File: src/rtl/cwf_pkg.sv
package cwf_pkg;
  localparam int BYTE_W      = 8;
  localparam int PA_W        = 16;
  localparam int REG_W       = 32;
  localparam int WAKE_BIT    = 18;
  localparam int SLOT_EN_BIT = 31;
  localparam int A_CTRL      = 0;
  localparam int A_SLOT_BASE = 1;

  function automatic int addr_pa(input int n_slots);
    return A_SLOT_BASE + n_slots;
  endfunction

  function automatic int addr_mask(input int n_slots);
    return A_SLOT_BASE + n_slots + 1;
  endfunction

  function automatic int addr_stat(input int n_slots);
    return A_SLOT_BASE + n_slots + 2;
  endfunction

  // one opcode slot against the frame's opcode byte
  function automatic logic slot_hit(input logic en, input logic [BYTE_W-1:0] op,
                                    input logic [BYTE_W-1:0] frm_op);
    return en && (op == frm_op);
  endfunction

  // swapped address register: low byte meets frame byte 2, high byte meets byte 3
  function automatic logic pa_hit(input logic [PA_W-1:0] pa_reg,
                                  input logic [BYTE_W-1:0] frm_b2,
                                  input logic [BYTE_W-1:0] frm_b3);
    return (pa_reg[7:0] == frm_b2) && (pa_reg[15:8] == frm_b3);
  endfunction
endpackage

File: src/rtl/cwf_regs.sv
module cwf_regs
  import cwf_pkg::*;
#(
  parameter int NUM_SLOTS = 2,
  parameter int ADDR_W    = 3
) (
  input  logic                             clk,
  input  logic                             rst_n,
  input  logic                             we,
  input  logic [ADDR_W-1:0]                waddr,
  input  logic [REG_W-1:0]                 wdata,
  input  logic [ADDR_W-1:0]                raddr,
  input  logic                             match_evt,
  output logic [REG_W-1:0]                 rdata,
  output logic                             arm,
  output logic [NUM_SLOTS-1:0]             slot_en,
  output logic [NUM_SLOTS-1:0][BYTE_W-1:0] slot_op,
  output logic [PA_W-1:0]                  pa_reg,
  output logic                             mask_bit,
  output logic                             stat_bit,
  output logic                             clr_evt,
  output logic                             mask_wr_evt
);
  localparam logic [ADDR_W-1:0] A_CTRL_L = ADDR_W'(A_CTRL);
  localparam logic [ADDR_W-1:0] A_PA_L   = ADDR_W'(addr_pa(NUM_SLOTS));
  localparam logic [ADDR_W-1:0] A_MASK_L = ADDR_W'(addr_mask(NUM_SLOTS));
  localparam logic [ADDR_W-1:0] A_STAT_L = ADDR_W'(addr_stat(NUM_SLOTS));

  logic wdata_unused;
  assign wdata_unused = ^wdata;

  assign clr_evt     = we && (waddr == A_STAT_L) && wdata[WAKE_BIT];
  assign mask_wr_evt = we && (waddr == A_MASK_L);

  always_ff @(posedge clk) begin
    if (!rst_n) begin
      arm      <= 1'b0;
      pa_reg   <= '0;
      mask_bit <= 1'b0;
      stat_bit <= 1'b0;
    end else begin
      if (we && waddr == A_CTRL_L) arm <= wdata[0];
      if (we && waddr == A_PA_L)   pa_reg <= wdata[PA_W-1:0];
      if (mask_wr_evt)             mask_bit <= wdata[WAKE_BIT];
      stat_bit <= (stat_bit && !clr_evt) || match_evt;
    end
  end

  for (genvar s = 0; s < NUM_SLOTS; s++) begin : g_slot
    localparam logic [ADDR_W-1:0] A_S = ADDR_W'(A_SLOT_BASE + s);
    always_ff @(posedge clk) begin
      if (!rst_n) begin
        slot_en[s] <= 1'b0;
        slot_op[s] <= '0;
      end else if (we && waddr == A_S) begin
        slot_en[s] <= wdata[SLOT_EN_BIT];
        slot_op[s] <= wdata[BYTE_W-1:0];
      end
    end
  end

  always_comb begin
    rdata = '0;
    if (raddr == A_CTRL_L) rdata[0] = arm;
    if (raddr == A_PA_L)   rdata[PA_W-1:0] = pa_reg;
    if (raddr == A_MASK_L) rdata[WAKE_BIT] = mask_bit;
    if (raddr == A_STAT_L) rdata[WAKE_BIT] = stat_bit;
    for (int s = 0; s < NUM_SLOTS; s++) begin
      if (int'(raddr) == A_SLOT_BASE + s) begin
        rdata[SLOT_EN_BIT]  = slot_en[s];
        rdata[BYTE_W-1:0]   = slot_op[s];
      end
    end
  end
endmodule

File: src/rtl/cwf_frame_track.sv
module cwf_frame_track
  import cwf_pkg::*;
(
  input  logic              clk,
  input  logic              rst_n,
  input  logic              arm,
  input  logic              rx_valid,
  input  logic [BYTE_W-1:0] rx_byte,
  input  logic              rx_sof,
  input  logic              rx_eom,
  output logic              frame_end,
  output logic              len_ok,
  output logic [BYTE_W-1:0] f_op,
  output logic [BYTE_W-1:0] f_b2,
  output logic [BYTE_W-1:0] f_b3
);
  // cnt: 0 = outside a frame, else bytes seen so far (saturates at 4)
  logic [2:0]        cnt;
  logic [BYTE_W-1:0] r_op, r_b2, r_b3;
  logic              accept, start, cont;

  assign accept = arm && rx_valid;
  assign start  = accept && rx_sof;
  assign cont   = accept && !rx_sof && (cnt != 3'd0);

  assign f_op = (cont && cnt == 3'd1) ? rx_byte : r_op;
  assign f_b2 = (cont && cnt == 3'd2) ? rx_byte : r_b2;
  assign f_b3 = (cont && cnt == 3'd3) ? rx_byte : r_b3;

  assign frame_end = (start || cont) && rx_eom;
  assign len_ok    = cont && (cnt >= 3'd3);

  always_ff @(posedge clk) begin
    if (!rst_n) begin
      cnt  <= 3'd0;
      r_op <= '0;
      r_b2 <= '0;
      r_b3 <= '0;
    end else if (!arm) begin
      cnt <= 3'd0;
    end else begin
      if (start)     cnt <= rx_eom ? 3'd0 : 3'd1;
      else if (cont) cnt <= rx_eom ? 3'd0 : ((cnt == 3'd4) ? 3'd4 : cnt + 3'd1);
      r_op <= f_op;
      r_b2 <= f_b2;
      r_b3 <= f_b3;
    end
  end
endmodule

File: src/rtl/cwf_match.sv
module cwf_match
  import cwf_pkg::*;
#(
  parameter int NUM_SLOTS = 2
) (
  input  logic                             frame_end,
  input  logic                             len_ok,
  input  logic [BYTE_W-1:0]                f_op,
  input  logic [BYTE_W-1:0]                f_b2,
  input  logic [BYTE_W-1:0]                f_b3,
  input  logic [NUM_SLOTS-1:0]             slot_en,
  input  logic [NUM_SLOTS-1:0][BYTE_W-1:0] slot_op,
  input  logic [PA_W-1:0]                  pa_reg,
  output logic                             op_hit,
  output logic                             match_evt
);
  always_comb begin
    op_hit = 1'b0;
    for (int s = 0; s < NUM_SLOTS; s++)
      op_hit = op_hit | slot_hit(slot_en[s], slot_op[s], f_op);
  end

  assign match_evt = frame_end && len_ok && op_hit && pa_hit(pa_reg, f_b2, f_b3);
endmodule

File: src/rtl/cec_wake_filter.sv
module cec_wake_filter
  import cwf_pkg::*;
#(
  parameter  int NUM_SLOTS = 2,
  localparam int ADDR_W    = $clog2(NUM_SLOTS + 4)
) (
  input  logic              clk,
  input  logic              rst_n,
  input  logic              cfg_we,
  input  logic [ADDR_W-1:0] cfg_waddr,
  input  logic [REG_W-1:0]  cfg_wdata,
  input  logic [ADDR_W-1:0] cfg_raddr,
  output logic [REG_W-1:0]  cfg_rdata,
  input  logic              rx_valid,
  input  logic [BYTE_W-1:0] rx_byte,
  input  logic              rx_sof,
  input  logic              rx_eom,
  output logic              wake_req
);
  logic                             arm, mask_bit, stat_bit, clr_evt, mask_wr_evt;
  logic [NUM_SLOTS-1:0]             slot_en;
  logic [NUM_SLOTS-1:0][BYTE_W-1:0] slot_op;
  logic [PA_W-1:0]                  pa_reg;
  logic                             frame_end, len_ok, op_hit, match_evt;
  logic [BYTE_W-1:0]                f_op, f_b2, f_b3;
  logic                             op_hit_unused;

  assign op_hit_unused = op_hit;

  cwf_regs #(.NUM_SLOTS(NUM_SLOTS), .ADDR_W(ADDR_W)) u_regs (
    .clk(clk), .rst_n(rst_n), .we(cfg_we), .waddr(cfg_waddr), .wdata(cfg_wdata),
    .raddr(cfg_raddr), .match_evt(match_evt), .rdata(cfg_rdata), .arm(arm),
    .slot_en(slot_en), .slot_op(slot_op), .pa_reg(pa_reg), .mask_bit(mask_bit),
    .stat_bit(stat_bit), .clr_evt(clr_evt), .mask_wr_evt(mask_wr_evt)
  );

  cwf_frame_track u_track (
    .clk(clk), .rst_n(rst_n), .arm(arm), .rx_valid(rx_valid), .rx_byte(rx_byte),
    .rx_sof(rx_sof), .rx_eom(rx_eom), .frame_end(frame_end), .len_ok(len_ok),
    .f_op(f_op), .f_b2(f_b2), .f_b3(f_b3)
  );

  cwf_match #(.NUM_SLOTS(NUM_SLOTS)) u_match (
    .frame_end(frame_end), .len_ok(len_ok), .f_op(f_op), .f_b2(f_b2), .f_b3(f_b3),
    .slot_en(slot_en), .slot_op(slot_op), .pa_reg(pa_reg), .op_hit(op_hit),
    .match_evt(match_evt)
  );

  assign wake_req = stat_bit && mask_bit;
endmodule

File: config.mk
export PLATFORM = sky130hd
export DESIGN_NAME = cec_wake_filter
export DESIGN_NICKNAME = d
export VERILOG_FILES = /design/src/rtl/cwf_pkg.sv /design/src/rtl/cwf_regs.sv /design/src/rtl/cwf_frame_track.sv /design/src/rtl/cwf_match.sv /design/src/rtl/cec_wake_filter.sv
export SDC_FILE = /design/constraint.sdc
export NUM_CORES = 1
export LEC_CHECK = 0
export BUFFER_PORTS_ARGS = -buffer_cell sky130_fd_sc_hd__buf_4
export CAP_MARGIN = 20
export CORE_UTILIZATION = 55
export CTS_CLUSTER_SIZE = 30
export DETAILED_ROUTE_END_ITERATION = 16
export PLACE_DENSITY = 0.81
export RECOVER_POWER = 25
export SETUP_SLACK_MARGIN = 0.5
export SYNTH_ARGS = -nofsm -noshare
export SYNTH_HDL_FRONTEND = slang
export SYNTH_HIERARCHICAL = 1
export SYNTH_SLANG_ARGS = --single-unit
File: constraint.sdc
create_clock -name clk -period 3.8 [get_ports clk]
set_input_delay 0.38 -clock clk [delete_from_list [all_inputs] [get_ports clk]]
set_output_delay 0.38 -clock clk [all_outputs]
set_load 0.05 [all_outputs]
### After elaboration in Yosys (flattened, before gate mapping)

Cells that the tools add are included.

* reductions and logical operators: 33
* add/sub/neg operators: 1
* multiplexer cells: 16
* equality and inequality tests: 18
* multipliers: 0
* div/mod/pow operators: 0
* bitwise operators: 1
* magnitude comparators: 1
* shift operators: 0

Operator list (number)
* 8-bit two-way mux: 5
* 8-bit equality test: 4
* 1-bit logical AND: 24
* 3-bit by 2-bit equality test with 1-bit output (second input constant): 6
* 3-bit equality test (second input constant): 6
* 16-bit two-way mux: 1
* 3-bit two-way mux: 4
* 3-bit by 1-bit equality test with 1-bit output (second input constant): 2
* 3-bit logical NOT: 2
* 1-bit two-way mux: 6
* 3-bit by 1-bit adder with 3-bit output (second input constant): 1
* 3-bit by 2-bit greater-or-equal comparator with 1-bit output (second input constant): 1
* 3-bit nonzero test: 1
* 1-bit logical NOT: 2
* 1-bit logical OR: 2
* 2-bit AND reduction: 1
* 2-bit nonzero test: 1
* 1-bit OR: 1

* memories: 0
* RAM bits: 0
* bits in latches: 0
* bits in read-only memories: 0
* output and inout port bits: 33
* register bits: 64

### Longest topological paths before layout

Gate-level depths: netlist (run 1).

* word-level depth: 11
* gate-level depth with buffers: 13

### Cells and area by module

Netlist (run 1), hierarchy kept.

Modules (own cells, without submodules)
* cwf_regs: times used 1, cells each 204, area an instance 1881.8 um2
* cwf_frame_track: times used 1, cells each 150, area an instance 1506.4 um2
* cwf_match: times used 1, cells each 46, area an instance 374.1 um2
* cec_wake_filter: times used 1, cells each 1, area an instance 6.3 um2

### Least setup slack after synthesis (run 1)

Ideal clock, no wire load.

* path kind: register to register
* start: register u_track.cnt[0]
* end: register u_regs.stat_bit
* arrival time: 2993 ps
* clock period less this slack: 3062 ps
* path buffers: 2
* data required time: 3730 ps
* slack: 738 ps
* stages on the path, launching flop included: 14
* cells stage by stage: dfxtp_1 > inv_1 > ha_1 > and4bb_4 > and3_4 > buf_6 > buf_12 > mux2_4 > xor2_1 > nor4_1 > nand4_1 > a2111oi_2 > and4b_1 > a21oi_1

* longest elaborated chain between the ends: 10
* elaborated cells on any way between the ends: 27
* those cells by class: order compare (1); eq/ne (7); mux (3); bitwise (1); reduce/logical (15)

Ends and longest elaborated chain
* start: declaration: line cwf_frame_track.sv:18 `logic [2:0] cnt;`
* start signal: assignment: line cwf_frame_track.sv:42 `if (start) cnt <= rx_eom ? 3'd0 : 3'd1;`
* start signal: assignment: line cwf_frame_track.sv:43 `else if (cont) cnt <= rx_eom ? 3'd0 : ((cnt == 3'd4) ? 3'd4 : cnt + 3'd1);`
* 3-bit nonzero test: line cwf_frame_track.sv:24 `assign cont = accept && !rx_sof && (cnt != 3'd0);`
* 1-bit logical AND: line cwf_frame_track.sv:24
* 1-bit logical AND (*): line cwf_frame_track.sv:26 `assign f_op = (cont && cnt == 3'd1) ? rx_byte : r_op;`
* 8-bit two-way mux (*): line cwf_frame_track.sv:26
* net f_op[0]: line cec_wake_filter.sv:25 `logic [BYTE_W-1:0] f_op, f_b2, f_b3;`
* 8-bit equality test: line cwf_pkg.sv:25 `return en && (op == frm_op);`
* 1-bit logical AND: line cwf_pkg.sv:25
* 1-bit OR (*): line cwf_match.sv:20 `op_hit = op_hit | slot_hit(slot_en[s], slot_op[s], f_op);`
* 1-bit logical AND (*) (2 in a row): line cwf_match.sv:23 `assign match_evt = frame_end && len_ok && op_hit && pa_hit(pa_reg, f_b2, f_b3);`
* net match_evt: line cec_wake_filter.sv:24 `logic frame_end, len_ok, op_hit, match_evt;`
* 1-bit logical OR (*): line cwf_regs.sv:45 `stat_bit <= (stat_bit && !clr_evt) || match_evt;`
* end signal: assignment: line cwf_regs.sv:45
* end: declaration: line cwf_regs.sv:20 `output logic stat_bit,`

The timed path passes the listed nets; every way through them passes the cells marked *.
A chain may end at the register's enable or synchronous reset.

### Worst setup path after layout (run 1)

Ends and elaborated chain as after synthesis.

==> results of run 1 <==
area by class of cell:
cell class                 count  share of cell area (%)
multi-input combinational    302                    51.4
sequential                    64                    29.2
timing repair buffer          70                    12.7
clock buffer                  12                    3.51
tap                           77                    2.18
inverter                      11                   0.935
clock inverter                 1                   0.113
layout by cell type, fill, tap and decap left out, types with 3 or more instances in the layout:
cell       n
nand4_1    3
mux2_4     3
inv_1     11
o21ai_0    4
nor3b_1    4
a21oi_1    5
xnor2_1    6
mux2i_1   68
nor4_1     3
and2_1    10
xor2_1    26
mux2_2    21
conb_1    14
dfxtp_1   62
nand2b_1   3
ha_1       4
buf_4     66
buf_12     3
clkbuf_8  11
o32ai_1    7
nand3b_1   3
nand2_1   91
critical path, stage by stage (launching register included):
cell,delay (ps)
dfxtp_4,380
inv_1,90
ha_4,190
and4bb_4,360
and3_4,260
buf_12,140
mux2_4,330
xor2_1,180
nor4_2,240
nand4_1,170
a2111oi_4,420
and4b_1,260
a21oi_2,150
through the flow:
step | hold slack [ps] | power (uW)
2_1_floorplan | 432 | 812
3_3_place_gp | 441 | 850
3_5_place_dp | 452 | 853
4_1_cts | 287 | 1350
5_1_grt | 293 | 1390
6_report | 296 | 1340
timing repair:
item / 4_1_cts / 5_1_grt
pin swaps: 1 / 5
gates resized for setup: 2 / 9
endpoints found under the setup margin: 1 / 1
setup buffers: 3 / 10
routing by layer:
| metal | vias to the layer above | share of wire, % | wire (um) | global-route usage, % |
|---|---|---|---|---|
| li1 | 1450 | - | - | - |
| met1 | 1406 | 44 | 3810 | 30.4 |
| met2 | 88 | 49 | 4250 | 40.2 |
| met3 | 13 | 4.8 | 416 | 3.74 |
| met4 | 0 | 2.1 | 183 | 10.8 |
| met5 | - | 0 | 0 | 0 |
worst min path at each step:
stage | from | to | depth (start not counted)
2_1_floorplan | u_track/r_op[1] | u_track/r_op[1] | 2
3_3_place_gp | u_track/r_op[5] | u_track/r_op[5] | 2
3_5_place_dp | u_track/r_b3[5] | u_track/r_b3[5] | 2
4_1_cts | cfg_wdata[9] | u_regs/pa_reg[9] | 3
5_1_grt | cfg_wdata[14] | u_regs/pa_reg[14] | 3
6_report | cfg_wdata[9] | u_regs/pa_reg[9] | 3
power groups by stage:
stage / Combinational, uW / Clock, uW / Sequential [uW]
5_1_grt: 165 / 541 / 687
3_3_place_gp: 148 / 0 / 703
4_1_cts: 151 / 509 / 688
6_report: 154 / 502 / 687
2_1_floorplan: 112 / 0 / 700
3_5_place_dp: 150 / 0 / 703
==> flow_metrics.py, run 1 <==
metrics = {
    "run": {
        "maxCapViolations": 1,
    },
    "timing": {
        "tns_ps": 0,
        "finalClockSkew_ps": 7.11,
        "setup_ws_ps": 549,
        "slew_headroom_pct": -12.7,
        "worst_pin_slew_ps": 1690,
        "grt_setup_unrepaired": "no",
        "setup_viol": 0,
        "timing.fmax_mhz": 308,
        "fin_crit_sh_pct": 85.5,
        "period_needed_ps": 3250,
        "hold_violations": 0,
        "maxSlewViolCount": 89,
    },
    "finish": {
        "nFillCells": 528,
        "syn2layout_area_growth_pct": 17.7,
        "postLayoutCoreUtil_pct": 68.4,
        "stdcell_area_um2": 4420,
        "seq_area_um2": 1290,
        "multi_input_area_um2": 2270,
        "fin_cells": 537,
        "drive_above_1_share_pct": 26.1,
        "antenna_cells": 0,
        "nNetsFinal": 515,
    },
    "setup_path": {
        "r2r_slack_ps": 550,
        "crit_arrival_ps": 3510,
        "crit_type": "reg -> reg",
        "worstPathRequired_ps": 4060,
        "reg2reg_from": "u_track/cnt[0]",
        "endpoint": "u_regs/stat_bit",
        "crit_path_max_fanout": 8,
        "critPathLaunch": "u_track/cnt[0]",
        "end_kind": "flop",
        "start_kind": "flop",
        "r2r_end": "u_regs/stat_bit",
        "rr_worst_depth": 12,
    },
    "die": {
        "coreArea_um2": 6460,
        "pin_count": 85,
        "rows": 29,
        "fp.dieW_um": 84.6,
        "die-area_um2": 7160,
        "fp.dieH_um": 84.6,
        "initial_core_util_pct": 58.1,
    },
    "placement": {
        "placed_area_um2": 4070,
        "port_buffers": 56,
        "post-place-ws_ps": 359,
        "gp_congestion": 0.842,
        "dpl.cell_count": 511,
        "hpwl_mm": 5.81,
    },
    "power": {
        "power_switching_uw": 351,
        "p_int_uw": 993,
        "swShare_pct": 26.1,
        "seqPwrFrac_pct": 51.1,
        "combinationalPowerShare_pct": 11.5,
        "p_leak_uw": 0.00213,
        "ir_drop_mv": 0.201,
        "clockPowerShare_pct": 37.4,
        "p_per_area_nw_per_um2": 304,
    },
    "detailed_routing": {
        "wl_per_cell_um": 16.1,
        "antenna_left": 0,
        "drt-initial-drc-count": 145,
        "drt-pass1-iter-count": 6,
        "finalWirelength_mm": 8.66,
        "num_vias": 2957,
        "vias_per_cell": 5.51,
        "drc": 0,
    },
    "synthesis": {
        "synth.avg_cell_area_um2": 9.41,
        "yosys_warnings": 6,
        "synthCells": 399,
        "synthesis.area_um2": 3750,
    },
    "cts": {
        "clockRootBuffer": "clkbuf_8",
        "cts_sinks": 64,
        "clkLatencyLatePin_ps": 340,
        "cts_buffer_depth": 2,
        "numCtsBuffers": 9,
        "cts.hold.buffers_added": 0,
        "cts_tree": "yes",
        "clkSlewWorstSetupHoldPaths_ps": 70,
        "htreeDepth": 3,
    },
    "grt": {
        "antenna_found_initial": 0,
        "grt_max_degree": 89,
        "gr-total-overflow": 0,
        "grt_usage_pct": 24.0,
        "grt_pass1_vias": 2797,
        "grt_pass1_wl_mm": 13.4,
    },
    "min_path": {
        "worstHoldPathType": "in -> reg",
    },
    "run_status": {
        "status": "finished with violations",
        "violations": "capacitance limit, slew limit",
    },
}
Power figures use the tool's default switching activity.
==> run 2, diff against run 1 <==
--- a/config.mk
+++ b/config.mk
@@ -11,7 +11,7 @@
 export CTS_CLUSTER_SIZE = 30
 export DETAILED_ROUTE_END_ITERATION = 16
 export PLACE_DENSITY = 0.81
-export RECOVER_POWER = 25
+export RECOVER_POWER = 50
 export SETUP_SLACK_MARGIN = 0.5
 export SYNTH_ARGS = -nofsm -noshare
 export SYNTH_HDL_FRONTEND = slang
==> run 2 against run 1 <==
  * The run still ends with capacitance limit, slew limit left
  * Worst hold slack gained 0.94 ps
  * Sequential share of layout area about the same
  * Routed wire length rose by 0.12%
  * Non-clock buffer count unchanged
  * Flip-flop and latch count unchanged
  * Design area is essentially flat
  * Clock skew barely moved
  * Global-route usage did not move
  * Via count barely moved
  * Critical path depth is the same
  * Power about the same
  * Critical path type unchanged
  * Critical endpoint unchanged
  * Highest routed layer unchanged
==> flow_metrics.py, run 2 (synthesis gave the netlist of run 1 again) <==
metrics = {
    "run_status": {
        "status": "finished with violations",
        "violations": "capacitance limit, slew limit",
    },
    "grt": {
        "grt_util_met3_pct": 3.74,
        "grt_pass1_wl_mm": 13.4,
        "use_met1_pct": 30.4,
        "grt_usage_pct": 24.0,
        "busiest_layer": "met2",
        "antenna_found_initial": 0,
        "grt_max_degree": 89,
        "grt_pass1_vias": 2797,
        "gr-total-overflow": 0,
        "use_met2_pct": 40.2,
    },
    "detailed_routing": {
        "drt-initial-drc-count": 145,
        "antenna_left": 0,
        "drt-pass1-iter-count": 6,
        "drc": 0,
        "num_vias": 2955,
        "finalWirelength_mm": 8.67,
        "vias_per_cell": 5.50,
        "wl_per_cell_um": 16.1,
    },
    "power": {
        "p_leak_uw": 0.00213,
        "p_per_area_nw_per_um2": 304,
        "clockPowerShare_pct": 37.4,
        "combinationalPowerShare_pct": 11.5,
        "ir_drop_mv": 0.201,
        "power_switching_uw": 351,
        "swShare_pct": 26.1,
        "p_int_uw": 993,
        "seqPwrFrac_pct": 51.1,
    },
    "setup_path": {
        "crit_path_top_delay_cell": "a2111oi_4",
        "worstPathRequired_ps": 4060,
        "slowest_delay_ps": 420,
        "crit_path_max_fanout": 8,
        "end_kind": "flop",
        "critPathBufInv": 2,
        "crit_arrival_ps": 3520,
        "reg2reg_from": "u_track/cnt[0]",
        "path_delay_family": "simple AND/OR/NAND/NOR gates",
        "start_kind": "flop",
        "critPathLaunch": "u_track/cnt[0]",
        "crit_type": "reg -> reg",
        "crit_path_cell_trace": "inv_1 -> ha_4 -> and4bb_4 -> and3_4 -> buf_12 -> mux2_4 -> xor2_1 -> nor4_2 -> nand4_1 -> a2111oi_4 -> and4b_1 -> a21oi_2",
    },
    "timing": {
        "hold_violations": 0,
        "timing.fmax_mhz": 308,
        "fin_hold_ws_ps": 297,
        "setup_ws_ps": 548,
        "setup_viol": 0,
        "maxSlewViolCount": 89,
        "finalClockSkew_ps": 7.34,
        "tns_ps": 0,
        "worst_pin_slew_ps": 1690,
        "slew_headroom_pct": -12.3,
        "fin_crit_sh_pct": 85.6,
        "period_needed_ps": 3250,
        "grt_setup_unrepaired": "no",
    },
    "die": {
        "fp.dieW_um": 84.6,
        "pin_count": 85,
        "coreArea_um2": 6460,
        "rows": 29,
        "initial_core_util_pct": 58.1,
        "fp.dieH_um": 84.6,
        "die-area_um2": 7160,
    },
    "cts": {
        "cts.hold.buffers_added": 0,
        "cts_buffer_depth": 2,
        "clkSlewWorstSetupHoldPaths_ps": 70,
        "cts_sinks": 64,
        "htreeDepth": 3,
        "clkLatencyLatePin_ps": 340,
        "cts_tree": "yes",
        "numCtsBuffers": 9,
        "clockRootBuffer": "clkbuf_8",
    },
    "placement": {
        "port_buffers": 56,
        "post-place-ws_ps": 359,
        "placed_area_um2": 4070,
        "hpwl_mm": 5.81,
        "dpl.cell_count": 511,
        "gp_congestion": 0.842,
    },
    "finish": {
        "final_common_cell": "nand2_1",
        "fin_cells": 537,
        "drive_above_1_share_pct": 25.9,
        "nNetsFinal": 515,
        "nFillCells": 528,
        "stdcell_area_um2": 4410,
        "layout_common_cells": "nand2_1 (91), mux2i_1 (68), buf_4 (65), dfxtp_1 (62), xor2_1 (26)",
        "syn2layout_area_growth_pct": 17.6,
        "antenna_cells": 0,
    },
    "min_path": {
        "worstHoldPathType": "in -> reg",
        "min_from": "cfg_wdata[9]",
    },
    "run": {
        "maxCapViolations": 1,
    },
}
==> run 2: changes by cell type in the layout (fill, tap and decap cells not counted) <==
cell      delta
buf_4        -1
clkbuf_1     +1
==> run 2: tightest hold or removal path: cells and delay by family <==
kind                   cells  cell delay, ps
muxes                      1              50
and+or+nand+nor            1              50
buffers and inverters      1             110
==> run 2: area by class of cell <==
cell class	instances	area, um2	area share [%]
clock inverter	1	5.00	0.113
multi-input combinational	302	2270	51.4
inverter	11	41.3	0.935
timing repair buffer	70	557	12.6
sequential	64	1290	29.2
tap	77	96.3	2.18
clock buffer	12	155	3.51
==> run 2: worst paths after layout <==
path	cells after the start	slack (ps)	to
hold reg to reg	2	460	u_track/r_op[7]
setup reg to reg	12	550	u_regs/stat_bit
hold / removal	3	300	u_regs/pa_reg[9]
setup / recovery	12	550	u_regs/stat_bit
==> run 2: power by group through the flow <==
stage | Sequential [uW] | Clock [uW] | Combinational [uW]
2_1_floorplan | 700 | 0 | 112
3_3_place_gp | 703 | 0 | 148
3_5_place_dp | 703 | 0 | 150
4_1_cts | 688 | 509 | 151
5_1_grt | 687 | 541 | 165
6_report | 687 | 502 | 154
==> run 2: metrics by stage <==
stage	utilization [%]	total power [uW]
after detailed placement	63.1	853
after global routing	68.3	1390
after floorplan	-	812
after CTS	66.3	1350
final	68.3	1340
after global placement	63.1	850
==> run 2: routing by layer <==
metal	wire length, um	share of wire, %	vias up
li1	-	-	1450
met1	3790	44	1403
met2	4280	49	91
met3	462	5.3	11
met4	131	1.5	0
met5	0	0	-
==> run 2: timing repair <==
item / in CTS / in global routing
endpoints found under the setup margin: 1 / 1
setup buffers: 3 / 10
pin swaps: 1 / 5
gates resized for setup: 2 / 9
==> run 3, diff against run 2 <==
--- a/config.mk
+++ b/config.mk
@@ -5,12 +5,13 @@
 export SDC_FILE = /design/constraint.sdc
 export NUM_CORES = 1
 export LEC_CHECK = 0
+export ABC_AREA = 1
 export BUFFER_PORTS_ARGS = -buffer_cell sky130_fd_sc_hd__buf_4
 export CAP_MARGIN = 20
 export CORE_UTILIZATION = 55
 export CTS_CLUSTER_SIZE = 30
 export DETAILED_ROUTE_END_ITERATION = 16
-export PLACE_DENSITY = 0.81
+export PLACE_DENSITY = 0.8
 export RECOVER_POWER = 50
 export SETUP_SLACK_MARGIN = 0.5
 export SYNTH_ARGS = -nofsm -noshare
==> run 3 against run 2 <==
  * Synthesized area increased by 8.8%
  * Synthesized cell count increased by 69%
  * First-iteration DRC count increased by 29%
  * Critical path depth increased by 5
  * The flow now finishes without violations
  * Utilization decreased by 4.8 points
  * Clock-buffer cell count decreased by 1
==> flow_metrics.py, run 3 <==
metrics = {
    "run_status": {
        "status": "finished, final reports clean",
    },
    "cts": {
        "post_cts_buffers": 0,
        "cts.hold.buffers_added": 0,
        "clockRootBuffer": "clkbuf_8",
        "clkLatencyLatePin_ps": 340,
        "cts_sinks": 64,
        "htreeDepth": 3,
        "numCtsBuffers": 9,
        "clkSlewWorstSetupHoldPaths_ps": 70,
        "cts_buffer_depth": 2,
        "cts_tree": "yes",
        "ctsResizeCount": 0,
    },
    "finish": {
        "seq_area_um2": 1280,
        "drive_above_1_share_pct": 12.1,
        "syn2layout_area_growth_pct": 12.2,
        "layout_common_cells": "nand2_1 (195), inv_1 (140), nor2_1 (125), dfxtp_1 (64), buf_4 (54)",
        "final_common_cell": "nand2_1",
        "nNetsFinal": 782,
        "antenna_cells": 0,
        "multi_input_area_um2": 2020,
        "nFillCells": 707,
    },
    "min_path": {
        "whs_path_depth": 3,
        "worstHoldPathType": "in -> reg",
    },
    "detailed_routing": {
        "antenna_left": 0,
        "finalWirelength_mm": 9.84,
        "vias_per_cell": 4.78,
        "wl_per_cell_um": 11.9,
        "drt-pass1-iter-count": 4,
        "num_vias": 3960,
        "drc": 0,
        "drt-initial-drc-count": 187,
    },
    "synthesis": {
        "synthesis.area_um2": 4090,
        "yosys_warnings": 6,
        "synthCells": 676,
        "synth.avg_cell_area_um2": 6.04,
    },
    "setup_path": {
        "start_kind": "flop",
        "crit_path_top_delay_cell": "dfxtp_1",
        "crit_type": "reg -> reg",
        "critical_path.most_common_cell": "nand2_1",
        "crit_path_cell_trace": "inv_1 -> ha_1 -> nand2_4 -> nand3_1 -> nand2_1 -> nand2_1 -> inv_1 -> inv_1 -> nand2_1 -> nand2_1 -> nor2_1 -> nand2_1 -> nor2_1 -> nand3_1 -> nor2_2 -> inv_1 -> a21oi_1",
        "slowest_delay_ps": 410,
        "crit_arrival_ps": 2780,
        "end_kind": "flop",
        "worstPathRequired_ps": 4080,
        "rr_worst_depth": 17,
        "crit_path_max_fanout": 29,
    },
    "timing": {
        "maxSlewViolCount": 0,
        "tns_ps": 0,
        "fin_crit_sh_pct": 66.0,
        "period_needed_ps": 2510,
        "timing.fmax_mhz": 399,
        "worst_pin_slew_ps": 1280,
        "setup_viol": 0,
        "hold_violations": 0,
        "grt_setup_unrepaired": "no",
        "slew_headroom_pct": 14.7,
        "finalClockSkew_ps": 9.23,
    },
    "run": {
        "maxCapViolations": 0,
    },
    "power": {
        "p_total_uw": 1500,
        "ir_drop_mv": 0.223,
        "p_leak_uw": 0.00246,
        "p_per_area_nw_per_um2": 327,
    },
    "grt": {
        "grt_usage_pct": 26.1,
        "grt_pass1_vias": 3523,
        "antenna_found_initial": 0,
        "grt_pass1_wl_mm": 15.6,
        "grt_max_degree": 39,
        "gr-total-overflow": 0,
    },
    "die": {
        "pin_count": 85,
        "fp.dieW_um": 88.2,
        "rows": 31,
        "coreArea_um2": 7210,
        "initial_core_util_pct": 56.6,
        "die-area_um2": 7780,
        "fp.dieH_um": 88.2,
    },
    "placement": {
        "hpwl_mm": 7.25,
        "port_buffers": 56,
        "gp_congestion": 0.866,
    },
}
run 3: metal layers:
metal	vias up	wire length, um	track usage (%)
met1	1745	4520	34.0
met3	18	472	4.24
met2	119	4650	43.6
met4	0	196	9.24
met5	-	0	0
li1	2078	-	-
run 3: metrics by stage:
step | hold WS [ps] | instances | area [um2] | utilization, % | worst slack (ps)
after floorplan | 459 | 689 | 4130 | - | 1440
after global placement | 493 | 813 | 4440 | 61.5 | 1470
after detailed placement | 505 | 813 | 4440 | 61.5 | 1400
after CTS | 255 | 828 | 4640 | 64.3 | 1370
after global routing | 261 | 828 | 4580 | 63.5 | 1050
final | 264 | 828 | 4580 | 63.5 | 1290
run 3: worst max-delay path, delay by kind of cell, from the launching register on:
kind	cells	cell delay, ps
flip-flops	1	410
buffers and inverters	4	270
AO/OA/AOI/OAI	1	120
adder cells (fa/ha/maj)	1	250
AND/OR/NAND/NOR	11	1360
run 3: final timing paths:
path / start / end / slack [ps]
hold / removal: cfg_wdata[14] / u_regs/pa_reg[14] / 260
setup reg to reg: u_track/cnt[0] / u_regs/stat_bit / 1290
setup / recovery: u_track/cnt[0] / u_regs/stat_bit / 1290
hold reg to reg: u_regs/slot_en[1] / u_regs/slot_en[1] / 520
run 3: layout make-up:
type	count	area share (%)
timing repair buffer	56	9.01
inverter	144	11.9
sequential	64	27.9
multi-input combinational	450	44.1
clock inverter	4	1.53
tap	99	2.70
clock buffer	11	2.87
run 3: report_power, final:
part | switching (uW) | internal, uW | total, uW
Combinational | 125 | 57.9 | 183
Clock | 253 | 364 | 617
Sequential | 13.6 | 684 | 698
